`src/rtl/addr_dec_pkg.sv`:
```
// Shared types for the master address decoder.
// Assumes five slaves in a fixed one-hot order that the bench relies on.
package addr_dec_pkg;

    localparam int NSLV     = 5;
    localparam int SLV_ROM  = 0;
    localparam int SLV_SRAM = 1;
    localparam int SLV_AUX  = 2;
    localparam int SLV_EXT  = 3;
    localparam int SLV_PER  = 4;

    typedef logic [NSLV-1:0] slv_vec_t;

    typedef enum logic [1:0] {
        BK_INTERNAL,
        BK_EXTERNAL,
        BK_PERIPH,
        BK_HOLE
    } bank_kind_e;

    // Build a one-hot select with the given slave index set.
    function automatic slv_vec_t slv_onehot(input int idx);
        slv_vec_t v;
        v = '0;
        v[idx] = 1'b1;
        return v;
    endfunction

endpackage

```
`src/rtl/boot_ctl.sv`:
```
// Boot-mode capture and remap register.
// The boot strap is followed while reset is low and frozen once reset is released.
// The remap bit clears on reset and is loaded by a single-cycle write strobe.
module boot_ctl (
    input  logic clk,
    input  logic rst_n,
    input  logic boot_pin,
    input  logic remap_we,
    input  logic remap_wd,
    output logic boot_ext,
    output logic remapped
);

    // Capture the strap during reset and update the remap bit on a write.
    always_ff @(posedge clk) begin
        if (!rst_n) begin
            boot_ext <= boot_pin;
            remapped <= 1'b0;
        end else if (remap_we) begin
            remapped <= remap_wd;
        end
    end


    boot_frozen_chk: assert property (@(posedge clk) disable iff (!rst_n)
        $past(rst_n) |-> $stable(boot_ext));


    remap_load_chk: assert property (@(posedge clk) disable iff (!rst_n)
        remap_we |=> (remapped == $past(remap_wd)));


    remap_hold_chk: assert property (@(posedge clk) disable iff (!rst_n)
        !remap_we |=> $stable(remapped));

endmodule

```
`src/rtl/bank_decode.sv`:
```
// First-level decode: classifies a bank number as internal, external, peripheral or hole.
// Assumes bank 0 is internal and the external banks form one contiguous range.
module bank_decode
    import addr_dec_pkg::*;
#(
    parameter int BANK_BITS   = 4,
    parameter int EXT_FIRST   = 1,
    parameter int EXT_LAST    = 8,
    parameter int PERIPH_BANK = 15
) (
    input  logic [BANK_BITS-1:0] bank,
    output bank_kind_e           kind
);

    localparam int NBANK = 1 << BANK_BITS;

    logic [NBANK-1:0] ext_mask;

    // One mask bit per bank marks the external bus range.
    for (genvar b = 0; b < NBANK; b++) begin : g_ext
        assign ext_mask[b] = (b >= EXT_FIRST) && (b <= EXT_LAST);
    end

    // Classify the bank, with internal first and unmapped as the fallback.
    always_comb begin
        if (bank == '0)
            kind = BK_INTERNAL;
        else if (ext_mask[bank])
            kind = BK_EXTERNAL;
        else if (bank == BANK_BITS'(PERIPH_BANK))
            kind = BK_PERIPH;
        else
            kind = BK_HOLE;
    end

endmodule

```
`src/rtl/int_decode.sv`:
```
// Second-level decode inside the internal bank.
// Region 0 is the boot alias; three fixed regions map one memory each; the rest is a hole.
module int_decode
    import addr_dec_pkg::*;
#(
    parameter int REGION_BITS = 8,
    parameter int ROM_REGION  = 1,
    parameter int SRAM_REGION = 2,
    parameter int AUX_REGION  = 3
) (
    input  logic [REGION_BITS-1:0] region,
    input  logic                   boot_ext,
    input  logic                   remapped,
    output slv_vec_t               sel,
    output logic                   hole
);

    slv_vec_t alias_sel;

    // The remap bit wins over the boot mode for the alias target.
    always_comb begin
        if (remapped)
            alias_sel = slv_onehot(SLV_SRAM);
        else if (boot_ext)
            alias_sel = slv_onehot(SLV_EXT);
        else
            alias_sel = slv_onehot(SLV_ROM);
    end

    // Map the region index to a slave, or flag it as unmapped.
    always_comb begin
        sel  = '0;
        hole = 1'b0;
        if (region == '0)
            sel = alias_sel;
        else if (region == REGION_BITS'(ROM_REGION))
            sel = slv_onehot(SLV_ROM);
        else if (region == REGION_BITS'(SRAM_REGION))
            sel = slv_onehot(SLV_SRAM);
        else if (region == REGION_BITS'(AUX_REGION))
            sel = slv_onehot(SLV_AUX);
        else
            hole = 1'b1;
    end

endmodule

```
`src/rtl/addr_decoder.sv`:
```
// Address decoder for one bus master: bank decode, internal sub-decode and boot alias.
// Assumes the address is stable while it is sampled; the select path has no registers.
module addr_decoder
    import addr_dec_pkg::*;
#(
    parameter int ADDR_W       = 32,
    parameter int BANK_BITS    = 4,
    parameter int REGION_SHIFT = 20,
    parameter int EXT_FIRST    = 1,
    parameter int EXT_LAST     = 8,
    parameter int PERIPH_BANK  = 15
) (
    input  logic              clk,
    input  logic              rst_n,
    input  logic              boot_pin,
    input  logic              remap_we,
    input  logic              remap_wd,
    input  logic [ADDR_W-1:0] addr,
    output logic [NSLV-1:0]   slv_sel,
    output logic              abort
);

    localparam int BANK_LSB    = ADDR_W - BANK_BITS;
    localparam int REGION_BITS = BANK_LSB - REGION_SHIFT;

    logic [BANK_BITS-1:0]   bank;
    logic [REGION_BITS-1:0] region;
    logic                   unused_low;
    logic                   boot_ext;
    logic                   remapped;
    bank_kind_e             kind;
    slv_vec_t               int_sel;
    logic                   int_hole;

    assign bank       = addr[ADDR_W-1:BANK_LSB];
    assign region     = addr[BANK_LSB-1:REGION_SHIFT];
    assign unused_low = ^addr[REGION_SHIFT-1:0];

    boot_ctl u_boot (
        .clk      (clk),
        .rst_n    (rst_n),
        .boot_pin (boot_pin),
        .remap_we (remap_we),
        .remap_wd (remap_wd),
        .boot_ext (boot_ext),
        .remapped (remapped)
    );

    bank_decode #(
        .BANK_BITS   (BANK_BITS),
        .EXT_FIRST   (EXT_FIRST),
        .EXT_LAST    (EXT_LAST),
        .PERIPH_BANK (PERIPH_BANK)
    ) u_bank (
        .bank (bank),
        .kind (kind)
    );

    int_decode #(
        .REGION_BITS (REGION_BITS)
    ) u_int (
        .region   (region),
        .boot_ext (boot_ext),
        .remapped (remapped),
        .sel      (int_sel),
        .hole     (int_hole)
    );

    // Merge the bank class with the internal sub-decode.
    always_comb begin
        slv_sel = '0;
        abort   = 1'b0;
        unique case (kind)
            BK_INTERNAL: begin
                slv_sel = int_sel;
                abort   = int_hole;
            end
            BK_EXTERNAL: slv_sel = slv_onehot(SLV_EXT);
            BK_PERIPH:   slv_sel = slv_onehot(SLV_PER);
            default:     abort   = 1'b1;
        endcase
    end


    decode_exclusive_chk: assert property (@(posedge clk) disable iff (!rst_n)
        $countones({abort, slv_sel}) == 1);


    ext_bank_chk: assert property (@(posedge clk) disable iff (!rst_n)
        (int'(bank) >= EXT_FIRST && int'(bank) <= EXT_LAST) |-> slv_sel[SLV_EXT]);


    hole_bank_chk: assert property (@(posedge clk) disable iff (!rst_n)
        (int'(bank) > EXT_LAST && int'(bank) != PERIPH_BANK) |-> (abort && slv_sel == '0));


    remap_alias_chk: assert property (@(posedge clk) disable iff (!rst_n)
        (bank == '0 && region == '0 && remapped) |-> slv_sel[SLV_SRAM]);

endmodule

```
`config.mk`:
```
export PLATFORM = sky130hd
export DESIGN_NAME = addr_decoder
export DESIGN_NICKNAME = d
export VERILOG_FILES = /design/src/rtl/addr_dec_pkg.sv /design/src/rtl/boot_ctl.sv /design/src/rtl/bank_decode.sv /design/src/rtl/int_decode.sv /design/src/rtl/addr_decoder.sv
export SDC_FILE = /design/constraint.sdc
export NUM_CORES = 1
export LEC_CHECK = 0
export BUFFER_PORTS_ARGS = -buffer_cell sky130_fd_sc_hd__clkbuf_2
export CAP_MARGIN = 5
export CORE_AREA = 5 5 42 44
export DETAILED_ROUTE_END_ITERATION = 16
export DIE_AREA = 0 0 47 49
export GPL_ROUTABILITY_DRIVEN = 0
export PLACE_DENSITY = 0.74
export SETUP_SLACK_MARGIN = 0.4
export SKIP_CTS_REPAIR_TIMING = 1
export SYNTH_ARGS = -nofsm -noshare
export SYNTH_HDL_FRONTEND = slang
export SYNTH_HIERARCHICAL = 1
export SYNTH_SLANG_ARGS = --single-unit
export TNS_END_PERCENT = 10
```
`constraint.sdc`:
```
create_clock -name clk -period 3.7 [get_ports clk]
set_clock_uncertainty 0.05 [all_clocks]
set_input_delay 0.37 -clock clk [delete_from_list [all_inputs] [get_ports clk]]
set_output_delay 0.37 -clock clk [all_outputs]
set_load 0.02 [all_outputs]
```
==> metrics.cfg <==
[route]
wl_per_cell_um=9.28
wl_um=696
antenna_left=0
drt_iter0_markers=1
first_pass_iters=4
drc=0
viasPerCell=4.39
via_count=329

[cts]
htreeDepth=1
cts_made_buffers=3
cts_tree=done
cts_max_path_buffers=2
clockRootBuffer=clkbuf_4
clk_pin_slew_worst_paths_ns=0.03
clock_latency_ns=0.23
clkSinkCount=2

[pwr]
ir_worst_vdd_v=0.000108
power_frac_comb=0.270
p_per_area_nw_per_um2=258
switching_share=0.286
total_power_uw=112
clockPowerShare=0.496
seqPwrFrac=0.234
leakagePower_nw=0.209
intPower_uw=79.6
p_sw_uw=31.9

[finish]
final_common_cell=clkbuf_2
nets=98
regArea_um2=50.0
fillers=158
antennaDiodeCount=0
synthToLayoutAreaGrowth_pct=52.7
drive_gt1_frac=0.627
instances_no_fill=75
final_util=0.308
final_cell_mix=clkbuf_2, and2_2, clkbuf_4, nor4_2, nor2_1
fin_area_um2=432
multi_input_area_um2=214

[critical_path]
crit_chain=clkbuf_2, and4_1, nor2_1, inv_1, ha_1, o21ai_0, clkbuf_2
critical_path.startpoint=addr[30]
critPathMaxStageDelay_ns=0.27
rr_endpoint=u_boot/remapped
cp_max_fo=7
critPathKind=in -> out
end_kind=output port
crit_top_cell=clkbuf_2
regToRegStartpoint=u_boot/remapped
r2r_slack_ns=3.03
crit_arrival_ns=1.61
crit_path_end=abort
cp_slowest_cell=ha_1
crit_path_start_kind=primary input
required_ns=3.28
ff2ff_path_depth=2

[floorplanning]
initial_utilization=0.202
coreArea_um2=1400
die_h_um=49
die_x_um=47
die_area_um2=2300
row_count=14
design.portCount=43

[flow_run]
cap_violations=0

[sta]
setup_tns_ns=0
timing.final.ws_setup_ns=1.67
hold_ws_ns=0.264
timing.fmax_ghz=0.493
drv_slew=0
setup_viol=0
fin_crit_ns=2.03
rsz0062_at_grt=false
post-route-period-util=0.548
finalHoldViolCount=0

[logic_synthesis]
syn_inst=34
yosysTopAreaCellShare=0.133
synth.avg_cell_area_um2=8.32
synth_seq_cells=2
synth_area_leaders=nor4_2, edfxtp_1, and2_2, dfxtp_1, o21ai_2
yosysSeqAreaShare=0.177
ys.warnings.count=6
yosysTopAreaCell=nor4_2
synthesis.area_um2=283
synth_fp_nets=72
synth.distinct_cells=23

[grt]
grt.total_usage=0.0690
grt_pass1_vias=312
grt_pass1_wl_um=1120
grt_max_degree=8
overflow=0
antenna_found_initial=0

[worst_hold_path]
hold_path.class=in -> reg

[place]
placed_area_um2=405
dp_hpwl_um=615
dp.cells=71
numPortBuffers=22
dp_slack_ns=1.67

[run_status]
status=complete, no violations

==> layer usage <==
metal  global-route usage  share of wire
met1               0.0636           0.38
met2                0.106           0.46
met3               0.0258           0.14
met4               0.0691          0.024
met5                    0              0
==> layout make-up <==
class	count	area share
inverters	3	0.0261
repair buffers	22	0.255
multi-input cells	28	0.496
flip-flops and latches	2	0.116
clock buffers	4	0.0609
well taps	16	0.0464
==> power groups by stage <==
stage	Clock, mW	Sequential, mW	Combinational, mW
finish	0.0554	0.0261	0.0301
global route	0.0603	0.0262	0.0338
CTS	0.0586	0.0260	0.0307
detailed placement	0	0.0263	0.0306
global placement	0	0.0262	0.0298
floorplan	0	0.0261	0.0168
==> sequential cells by signal, summed over array words and instances, names as in the netlist <==
register,count
u_boot/remapped,1
u_boot/boot_ext,1
==> worst min path at each step <==
stage                                 end  slack (ns)            start  depth (start not counted)
after CTS                 u_boot/boot_ext        0.26         boot_pin                          1
after detailed placement  u_boot/remapped        0.50  u_boot/remapped                          2
after floorplan           u_boot/boot_ext        0.42         boot_pin                          0
final                     u_boot/boot_ext        0.26         boot_pin                          1
after global placement    u_boot/remapped        0.47  u_boot/remapped                          2
after global routing      u_boot/boot_ext        0.26         boot_pin                          1
==> cells in the mapped netlist <==
master / count
or4b_1: 1
nor4_2: 3
or2_1: 1
edfxtp_1: 1
o21ai_0: 1
dfxtp_1: 1
and4_1: 1
o31a_1: 1
nand2_1: 2
or2_2: 1
nor2_1: 3
nand3b_1: 2
o21ba_2: 1
conb_1: 1
mux2i_1: 1
and2_2: 3
inv_1: 2
buf_4: 1
nor3_1: 2
o21ai_2: 2
inv_2: 1
ha_1: 1
or4_4: 1
==> logic make-up after synthesis <==
| group | count (synthesis) | share of synthesized area |
|---|---|---|
| buf+inv | 4 | 0.0664 |
| compound gates | 5 | 0.146 |
| simple gates | 20 | 0.518 |
| mux | 1 | 0.0354 |
| other cells | 1 | 0.0133 |
| fa+ha+maj | 1 | 0.0442 |
| flops | 2 | 0.177 |
==> worst max-delay path: cells and delay by family <==
kind / cells / cell delay, ns
simple gates: 2 / 0.40
buf+inv: 3 / 0.39
compound gates: 1 / 0.18
fa+ha+maj: 1 / 0.27
(Power assumes the default switching activity.)
